[src/rtl/uart_fifo_pkg.sv]
package uart_fifo_pkg;
  localparam int unsigned FIFO_DEPTH = 16;
  localparam int unsigned BYTE_W     = 8;
  localparam int unsigned CNT_W      = $clog2(FIFO_DEPTH + 1);

  typedef enum logic [1:0] {
    TRIG_1  = 2'd0,
    TRIG_4  = 2'd1,
    TRIG_8  = 2'd2,
    TRIG_14 = 2'd3
  } trig_sel_e;
endpackage

[src/rtl/trig_decode.sv]
module trig_decode
  import uart_fifo_pkg::*;
#(
  parameter int unsigned LW = CNT_W
) (
  input  trig_sel_e         sel_i,
  output logic [LW-1:0]     level_o
);
  always_comb begin
    unique case (sel_i)
      TRIG_1:  level_o = LW'(1);
      TRIG_4:  level_o = LW'(4);
      TRIG_8:  level_o = LW'(8);
      default: level_o = LW'(14);
    endcase
  end
endmodule

[src/rtl/byte_fifo.sv]
module byte_fifo #(
  parameter int unsigned DEPTH = 16,
  parameter int unsigned W     = 8,
  localparam int unsigned AW   = $clog2(DEPTH),
  localparam int unsigned CW   = $clog2(DEPTH + 1)
) (
  input  logic          clk_i,
  input  logic          rst_ni,
  input  logic          clr_i,
  input  logic          single_i,
  input  logic          push_i,
  input  logic [W-1:0]  din_i,
  input  logic          pop_i,
  output logic [W-1:0]  dout_o,
  output logic [CW-1:0] count_o
);
  logic [W-1:0]  mem_q [DEPTH];
  logic [AW-1:0] rd_q, wr_q;
  logic [CW-1:0] cnt_q;
  logic          empty, room, do_pop, do_push, do_repl;

  function automatic logic [AW-1:0] nxt(input logic [AW-1:0] p);
    return (p == AW'(DEPTH - 1)) ? '0 : p + AW'(1);
  endfunction

  assign empty   = (cnt_q == '0);
  assign room    = single_i ? empty : (cnt_q != CW'(DEPTH));
  assign do_pop  = pop_i && !empty;
  assign do_push = push_i && (room || do_pop);
  // single-register mode: newest byte overwrites the held one
  assign do_repl = push_i && single_i && !empty && !do_pop;

  always_ff @(posedge clk_i or negedge rst_ni) begin
    if (!rst_ni) begin
      rd_q  <= '0;
      wr_q  <= '0;
      cnt_q <= '0;
    end else if (clr_i) begin
      rd_q  <= '0;
      wr_q  <= '0;
      cnt_q <= '0;
    end else begin
      if (do_push) wr_q <= nxt(wr_q);
      if (do_pop)  rd_q <= nxt(rd_q);
      cnt_q <= cnt_q + CW'(do_push) - CW'(do_pop);
    end
  end

  always_ff @(posedge clk_i) begin
    if (!clr_i) begin
      if (do_push)      mem_q[wr_q] <= din_i;
      else if (do_repl) mem_q[rd_q] <= din_i;
    end
  end

  assign dout_o  = empty ? '0 : mem_q[rd_q];
  assign count_o = cnt_q;
endmodule

[src/rtl/uart_fifo_ctrl.sv]
module uart_fifo_ctrl
  import uart_fifo_pkg::*;
(
  input  logic              clk_i,
  input  logic              rst_ni,
  input  logic              fcr_we_i,
  input  logic [7:0]        fcr_wdata_i,
  input  logic              rx_rd_i,
  output logic [BYTE_W-1:0] rx_rdata_o,
  input  logic              tx_we_i,
  input  logic [BYTE_W-1:0] tx_wdata_i,
  input  logic              rx_push_i,
  input  logic [BYTE_W-1:0] rx_byte_i,
  input  logic              tx_pop_i,
  output logic [BYTE_W-1:0] tx_data_o,
  output logic              data_ready_o,
  output logic              overrun_o,
  output logic              thre_o,
  output logic              temt_o,
  output logic [CNT_W-1:0]  rx_count_o,
  output logic [CNT_W-1:0]  trig_level_o
);
  logic             fifo_en_q, ovr_q;
  trig_sel_e        trig_q;
  logic             flush_all, rx_clr, tx_clr, rx_spill, rx_last;
  logic [CNT_W-1:0] rx_cnt, tx_cnt;
  logic             unused_fcr;

  assign unused_fcr = ^fcr_wdata_i[5:3];
  assign flush_all  = fcr_we_i && fifo_en_q && !fcr_wdata_i[0];
  assign rx_clr     = (fcr_we_i && fcr_wdata_i[1]) || flush_all;
  assign tx_clr     = (fcr_we_i && fcr_wdata_i[2]) || flush_all;

  always_ff @(posedge clk_i or negedge rst_ni) begin
    if (!rst_ni) begin
      fifo_en_q <= 1'b0;
      trig_q    <= TRIG_1;
    end else if (fcr_we_i) begin
      fifo_en_q <= fcr_wdata_i[0];
      trig_q    <= trig_sel_e'(fcr_wdata_i[7:6]);
    end
  end

  byte_fifo #(.DEPTH(FIFO_DEPTH), .W(BYTE_W)) u_rx (
    .clk_i, .rst_ni,
    .clr_i    (rx_clr),
    .single_i (!fifo_en_q),
    .push_i   (rx_push_i),
    .din_i    (rx_byte_i),
    .pop_i    (rx_rd_i),
    .dout_o   (rx_rdata_o),
    .count_o  (rx_cnt)
  );

  byte_fifo #(.DEPTH(FIFO_DEPTH), .W(BYTE_W)) u_tx (
    .clk_i, .rst_ni,
    .clr_i    (tx_clr),
    .single_i (!fifo_en_q),
    .push_i   (tx_we_i),
    .din_i    (tx_wdata_i),
    .pop_i    (tx_pop_i),
    .dout_o   (tx_data_o),
    .count_o  (tx_cnt)
  );

  // byte lost (full) or replaced (single mode) without a read freeing space
  assign rx_spill = rx_push_i && !rx_clr && !(rx_rd_i && rx_cnt != '0) &&
                    (fifo_en_q ? (rx_cnt == CNT_W'(FIFO_DEPTH)) : (rx_cnt != '0));
  assign rx_last  = rx_rd_i && !rx_push_i && (rx_cnt == CNT_W'(1));

  always_ff @(posedge clk_i or negedge rst_ni) begin
    if (!rst_ni)       ovr_q <= 1'b0;
    else if (rx_spill) ovr_q <= 1'b1;
    else if (rx_last)  ovr_q <= 1'b0;
  end

  trig_decode #(.LW(CNT_W)) u_trig (.sel_i(trig_q), .level_o(trig_level_o));

  assign rx_count_o   = rx_cnt;
  assign data_ready_o = (rx_cnt != '0);
  assign overrun_o    = ovr_q;
  assign thre_o       = (tx_cnt == '0);
  assign temt_o       = (tx_cnt == '0);
endmodule

[config.mk]
export PLATFORM = sky130hd
export DESIGN_NAME = uart_fifo_ctrl
export DESIGN_NICKNAME = d
export VERILOG_FILES = /design/src/rtl/uart_fifo_pkg.sv /design/src/rtl/trig_decode.sv /design/src/rtl/byte_fifo.sv /design/src/rtl/uart_fifo_ctrl.sv
export SDC_FILE = /design/constraint.sdc
export NUM_CORES = 1
export LEC_CHECK = 0
export ABC_CLOCK_PERIOD_IN_PS = 2820
export BUFFER_PORTS_ARGS = -buffer_cell sky130_fd_sc_hd__buf_2
export CORE_MARGIN = 3
export CORE_UTILIZATION = 45
export CTS_CLUSTER_DIAMETER = 150
export DETAILED_ROUTE_END_ITERATION = 8
export SLEW_MARGIN = 10
export SYNTH_ARGS = -nofsm -noshare
export SYNTH_HDL_FRONTEND = slang
export SYNTH_HIERARCHICAL = 1
export SYNTH_SLANG_ARGS = --single-unit
export TNS_END_PERCENT = 30
[constraint.sdc]
create_clock -name clk_i -period 2.82 [get_ports clk_i]
set_input_delay 0.141 -clock clk_i [delete_from_list [all_inputs] [get_ports clk_i]]
set_output_delay 0.141 -clock clk_i [all_outputs]
set_load 0.01 [all_outputs]
### Word level (Yosys, flattened, before mapping)

Memory sizes are Yosys's and may differ from the RTL's.
Cells that the tools add are included.
W data, S select, Z words.

* logic and storage cells: 115
* bits of input ports: 31
* register bits: 30
* memories: 2
* bits in writable memories: 256
* output and inout bits: 30

* equal/unequal tests: 10
* $add $sub $neg: 8
* multiplexer cells: 42
* reductions and logical operators: 44

Memory list
* u_rx.mem_q: words 16, width 8, rd ports 1, clocked after memory_dff 0, wr ports 1, line byte_fifo.sv:17 `logic [W-1:0] mem_q [DEPTH];`
* u_tx.mem_q: words 16, width 8, rd ports 1, clocked after memory_dff 0, wr ports 1, line byte_fifo.sv:17

Operator list (count)
* $mux W4: 14
* $mux W8: 4
* $mux W1: 21
* $logic_and A1 B1 Y1: 20
* $add A4 B1 Y4 const B: 4
* $eq A4 B4 Y1 const B: 4
* $reduce_or A8 Y1: 2
* $pmux W4 S3: 1
* $add A5 B1 Y5: 2
* $logic_not A5 Y1: 2
* $mux W5: 2
* $ne A5 B5 Y1 const B: 2
* $reduce_bool A2 Y1: 5
* $sub A5 B1 Y5: 2
* $logic_not A1 Y1: 9
* $eq A5 B1 Y1 const B: 1
* $eq A5 B5 Y1 const B: 1
* $reduce_bool A5 Y1: 1
* $logic_or A1 B1 Y1: 4
* $eq A2 B1 Y1 const B: 1
* $eq A2 B2 Y1 const B: 1
* $logic_not A2 Y1: 1

### Depth between registers and ports, before layout

* word-level depth: 11
* gate-level depth with buffers: 13
* mapped depth without buffers: 12

### Hierarchy

The synthesis kept the hierarchy.

Modules (own cells, without submodules)
* byte_fifo (u_rx): area each 5972.0 sq um, instances 1, cells each 328, sequential area each 4169.0 sq um
* byte_fifo (u_tx): area each 5891.9 sq um, instances 1, cells each 309, sequential area each 4169.0 sq um
* uart_fifo_ctrl: area each 234.0 sq um, instances 1, cells each 23, sequential area each 100.1 sq um
* trig_decode: area each 28.8 sq um, instances 1, cells each 6, sequential area each 0.0 sq um

### Worst setup path after synthesis

No wires, ideal clock.

* kind: register -> register
* start point: reg u_tx.cnt_q[3], in the netlist u_tx/count_o[3]
* end point: reg u_tx.cnt_q[4], in the netlist u_tx/count_o[4]
* slack: -0.058 ns
* required time: 2.742 ns
* arrival time: 2.800 ns
* clock period less this slack: 2.878 ns
* setup time: 0.078 ns
* stages on the path, launching flop included: 13
* path buffers: 0
* cell sequence: dfrtp_1 -> inv_1 -> ha_1 -> nor4b_2 -> nand2b_1 -> or2_2 -> nand2_1 -> ha_1 -> fa_1 -> a21oi_1 -> nor2_1 -> or3_1 -> a21oi_1

* longest elaborated chain between the ends: 8
* elaborated cells on any way between the ends: 10
* classes of those cells: 2 x add/sub; 1 x eq/ne; 2 x mux; 5 x reduce/logical

Ends and longest elaborated chain
* start: declaration: line byte_fifo.sv:19 `logic [CW-1:0] cnt_q;`
* start signal: assignment: line byte_fifo.sv:45 `cnt_q <= cnt_q + CW'(do_push) - CW'(do_pop);`
* $logic_not A5 Y1: line byte_fifo.sv:26 `assign empty = (cnt_q == '0);`
* $logic_not A1 Y1: line byte_fifo.sv:28 `assign do_pop = pop_i && !empty;`
* $logic_and A1 B1 Y1: line byte_fifo.sv:28
* $logic_or A1 B1 Y1: line byte_fifo.sv:29 `assign do_push = push_i && (room || do_pop);`
* $logic_and A1 B1 Y1: line byte_fifo.sv:29
* $add A5 B1 Y5: line byte_fifo.sv:45
* $sub A5 B1 Y5 (*): line byte_fifo.sv:45
* $mux W5 (*): line byte_fifo.sv:38 `end else if (clr_i) begin`

Every way passes the cells marked *; elsewhere a longest branch is shown, timed or not.
A chain may end at the register's enable or synchronous reset.

### Worst setup path in the final report

* start point: reg u_tx.rd_q[0]
* end point: out tx_data_o[5]

* longest elaborated chain between the ends: 2

Ends and longest elaborated chain
* start: declaration: line byte_fifo.sv:18 `logic [AW-1:0] rd_q, wr_q;`
* start signal: assignment: line byte_fifo.sv:44 `if (do_pop) rd_q <= nxt(rd_q);`
* $mem_v2 Z16 W8
* $mux W8: line byte_fifo.sv:56 `assign dout_o = empty ? '0 : mem_q[rd_q];`
* end: declaration: line uart_fifo_ctrl.sv:15 `output logic [BYTE_W-1:0] tx_data_o,`

No other way between the ends.

==> flow_summary.yaml <==
pwr:
  power_leakage_nw: 4.90
  vdd.ir_drop.worst_uv: 507
  power.density_mw_per_mm2: 881
setup_path:
  launch_point_of_the_worst_reg_to_reg_path: "fifo_en_q$_DFFE_PN0P_"
  timing.critical_path.from_type: "register"
  timing_worst_setup_path_type: "register to output pin"
  worst_path_largest_cell_delay_ns: 0.54
  critPathTopFamily: "multiplexers"
  critical_path_buf_inv_count: 2
  rrSetupSlack_ns: 0.14
  worstRegToRegCells: 6
  critPathArrivalTime_ns: 2.54
  worstSetupEndpointType: "output pin"
  critical-path-slowest-cell: "sky130_fd_sc_hd__mux4_2"
  worst_path_most_repeated_cell: "sky130_fd_sc_hd__mux4_2"
  setup.worst_path.start: "u_tx/rd_q[0]$_DFFE_PN0P_"
  worstPathCellList: "buf_4 > mux4_2 > mux4_2 > nor2b_1 > buf_2"
  worstReg2RegEnd: "u_tx/mem_q[1][7]$_DFFE_PP_"
  critical_path_peak_fanout: 7
  critPathRequiredTime_ns: 2.68
floorplan:
  starting_utilization_of_the_core_area_pct: 46.1
  row_count: 59
  core_area_mm2: 0.0263
  design.die.area_mm2: 0.0290
  boundaryPins: 61
  die_w_um: 170
  die_height_um: 170
timing:
  highest_clock_rate_mhz: 373
  final-hold-violation-count: 0
  setup_viol_count_final: 0
  timing.setup.tns_ns: 0
  fin_worst_hold_slack_ns: 0.0647
  relSlewSlack_pct: 40.4
  grt_setup_unrepaired: "true"
  final.setup_skew_ns: 0.00834
  final_period_minus_worst_setup_slack_ns: 2.68
  maxSlewViolCount: 0
  timing.final.crit_share_pct: 95.2
  worstMarginPinSlew_ns: 0.891
  final.setup.worst_slack_ns: 0.136
grt:
  grt-ovfl-total: 0
  maximum_number_of_pins_on_one_net_before_global_route_repair: 35
  antenna_found_initial: 0
  global_route.usage.total_pct: 17.1
  first_global_vias: 6873
  global_route_wire_length_before_repair_um: 38600
place:
  port_buffers: 56
  dpl_worst_slack_ns: 0.103
  dp_hpwl_um: 16200
  globalplace.congestion: 0.826
  numPlacedInstances: 1057
yosys:
  syn_avg_cell_area_um2: 18.2
  ys.flop_type: "sky130_fd_sc_hd__edfxtp_1"
  mappedNetlistArea_mm2: 0.0121
  ys_ff_latch: 286
  ys_async_sr_fraction_pct: 10.5
  netlist_instances: 666
  synth_compound_area_share_pct: 4.07
  synth_top_family_by_area: "multiplexers"
  synth_fa_ha_area_share_pct: 1.77
  yosysWarningCount: 6
  muxShareOfSynthArea_pct: 14.9
  postSynthNetCount: 713
  edff_count_synth: 256
  post_synth_and_or_nand_nor_area_fraction_pct: 6.86
  post_synth_num_cell_types: 60
  synth_sequential_area_ratio_pct: 69.6
  post_synth_xor_area_fraction_pct: 0.578
min_path:
  hold_start: "tx_pop_i"
  worst_hold_path.endpoint: "u_tx/rd_q[2]$_DFFE_PN0P_"
  hold_path.class: "input pin to register"
  hold_depth: 4
clocking:
  cts.reportedPaths.clkPinSlew_ns: 0.06
  clock_tree.root_cell: "sky130_fd_sc_hd__clkbuf_16"
  cts_tree: "done"
  tritoncts.num_buffers: 30
  max-clock-path-buffers: 3
  insertion_delay_ns: 0.54
  ctsHtreeMaxLevel: 1
  cts_num_sinks: 286
final_layout:
  fillers: 2047
  layout_cells_sized_above_1_pct: 31.4
  area_of_the_multi_input_gates_mm2: 0.00347
  sequential_cell_area_mm2: 0.00845
  design.final.nets: 832
  area.growth.synth_to_final_pct: 18.4
  num_antenna_cells: 0
  post_layout_nonfiller_instances: 1144
detailed_routing:
  drtIter0Drc: 496
  first_pass_iters: 5
  detailroute.via_count: 6577
  finalWirelength_um: 24600
  remaining_drc_errors: 0
  vias_per_cell: 5.75
  drt.antenna.violating_nets: 0
  drt-wirelength-per-cell_um: 21.5
run_status:
  status: "completed"
flow_run:
  cap_violations: 0
==> flip-flops by register name (all words and copies together) (netlist names) <==
register / cells
fifo_en_q: 1
overrun_o: 1
trig_q: 2
u_rx/count_o: 5
u_rx/mem_q: 128
u_rx/rd_q: 4
u_rx/wr_q: 4
u_tx/count_o: 5
u_tx/mem_q: 128
u_tx/rd_q: 4
u_tx/wr_q: 4
==> power by group <==
| group | internal (mW) | leakage [nW] | switching, mW |
|---|---|---|---|
| logic | 1.63 | 1.70 | 1.62 |
| registers | 4.90 | 2.69 | 0.325 |
| clock network | 2.55 | 0.517 | 1.63 |
==> cells by family (layout without fill, tap and decap cells) <==
kind of cell,after synthesis,in the layout
fa+ha+maj,16,16
mux,90,90
other cells,1,1
buf+inv,53,196
flops,286,286
xor+xnor,8,8
simple gates,142,142
compound gates,70,70
==> through the flow <==
step	instance area, um^2	utilization [%]	power (mW)
6_report	14400	54.6	12.6
3_5_place_dp	12900	49.2	8.46
4_1_cts	14300	54.5	12.7
2_1_floorplan	12100	-	7.44
3_3_place_gp	12900	49.2	8.35
5_1_grt	14400	54.6	13.3
==> placed cells by master, fill, tap and decap left out, types with 8 or more instances in the layout <==
master / count
sky130_fd_sc_hd__dfrtp_1: 26
sky130_fd_sc_hd__clkbuf_16: 32
sky130_fd_sc_hd__nand2b_1: 8
sky130_fd_sc_hd__edfxtp_1: 256
sky130_fd_sc_hd__ha_1: 14
sky130_fd_sc_hd__nor3_1: 16
sky130_fd_sc_hd__mux4_2: 72
sky130_fd_sc_hd__a21oi_1: 10
sky130_fd_sc_hd__buf_2: 56
sky130_fd_sc_hd__nor2_1: 32
sky130_fd_sc_hd__clkinv_2: 8
sky130_fd_sc_hd__buf_4: 40
sky130_fd_sc_hd__dlygate4sd3_1: 28
sky130_fd_sc_hd__nand2_1: 10
sky130_fd_sc_hd__nor2b_1: 28
sky130_fd_sc_hd__a211oi_1: 16
sky130_fd_sc_hd__inv_1: 13
sky130_fd_sc_hd__mux2i_1: 14
==> worst max path at each step <==
stage	endpoint	depth (start not counted)	slack (ns)
floorplan	u_rx/count_o[4]$_DFF_PN0_	13	0.02
global placement	u_rx/count_o[4]$_DFF_PN0_	12	0.12
detailed placement	u_rx/count_o[4]$_DFF_PN0_	12	0.10
CTS	rx_rdata_o[7]	5	0.004
global route	u_tx/mem_q[9][5]$_DFFE_PP_	6	-0.09
finish	tx_data_o[5]	5	0.14
==> worst register-to-register path, cell delays in order, from the launching register on <==
cell,delay [ns]
sky130_fd_sc_hd__dfrtp_1,0.38
sky130_fd_sc_hd__nor2b_1,0.14
sky130_fd_sc_hd__o21a_1,0.18
sky130_fd_sc_hd__nand4bb_1,0.37
sky130_fd_sc_hd__nor4b_1,0.34
sky130_fd_sc_hd__a31oi_1,0.15
sky130_fd_sc_hd__nor2_1,0.74
==> synth_stat cells (4+ instances only) <==
cell / n / area [um^2]
sky130_fd_sc_hd__a211oi_1: 16 / 120
sky130_fd_sc_hd__a21o_1: 5 / 37.5
sky130_fd_sc_hd__a21oi_1: 12 / 60.1
sky130_fd_sc_hd__a311oi_1: 4 / 35.0
sky130_fd_sc_hd__a31oi_1: 6 / 37.5
sky130_fd_sc_hd__and2_1: 4 / 25.0
sky130_fd_sc_hd__buf_2: 10 / 50.1
sky130_fd_sc_hd__buf_6: 6 / 67.6
sky130_fd_sc_hd__clkbuf_1: 19 / 71.3
sky130_fd_sc_hd__dfrtp_1: 30 / 751
sky130_fd_sc_hd__edfxtp_1: 256 / 7690
sky130_fd_sc_hd__ha_1: 14 / 175
sky130_fd_sc_hd__inv_1: 13 / 48.8
sky130_fd_sc_hd__mux2i_1: 14 / 140
sky130_fd_sc_hd__mux4_2: 72 / 1620
sky130_fd_sc_hd__nand2_1: 10 / 37.5
sky130_fd_sc_hd__nand2b_1: 8 / 50.1
sky130_fd_sc_hd__nand3_1: 5 / 25.0
sky130_fd_sc_hd__nor2_1: 36 / 135
sky130_fd_sc_hd__nor2b_1: 28 / 175
sky130_fd_sc_hd__nor3_1: 16 / 80.1
sky130_fd_sc_hd__nor3_2: 4 / 40.0
sky130_fd_sc_hd__o21ai_0: 7 / 35.0
sky130_fd_sc_hd__xnor2_1: 4 / 35.0
sky130_fd_sc_hd__xor2_1: 4 / 35.0
==> layer usage <==
metal  GRT usage [%]  wire length [um]  vias up
met5               0                 0        -
met3            2.56              1200       30
met1            24.7             10900     3438
li1                -                 -     2927
met2            28.1             12100      182
met4            3.74               342        0
==> area by class of cell <==
class | count | share of cell area [%]
inverter | 14 | 0.366
clock inverter | 21 | 1.73
tap | 335 | 2.92
sequential | 286 | 58.9
multi-input combinational | 327 | 24.2
clock buffer | 35 | 5.73
timing repair buffer | 126 | 6.21
==> what timing repair did <==
action                                  4_1_cts  5_1_grt
gates resized for setup                       2       13
endpoints found under the setup margin        8       87
pin swaps                                     0        0
hold endpoints to repair                    295        0
hold buffers                                 28        0
gates cloned                                  0        0
setup buffers                                 3        0
(Power assumes the default switching activity.)
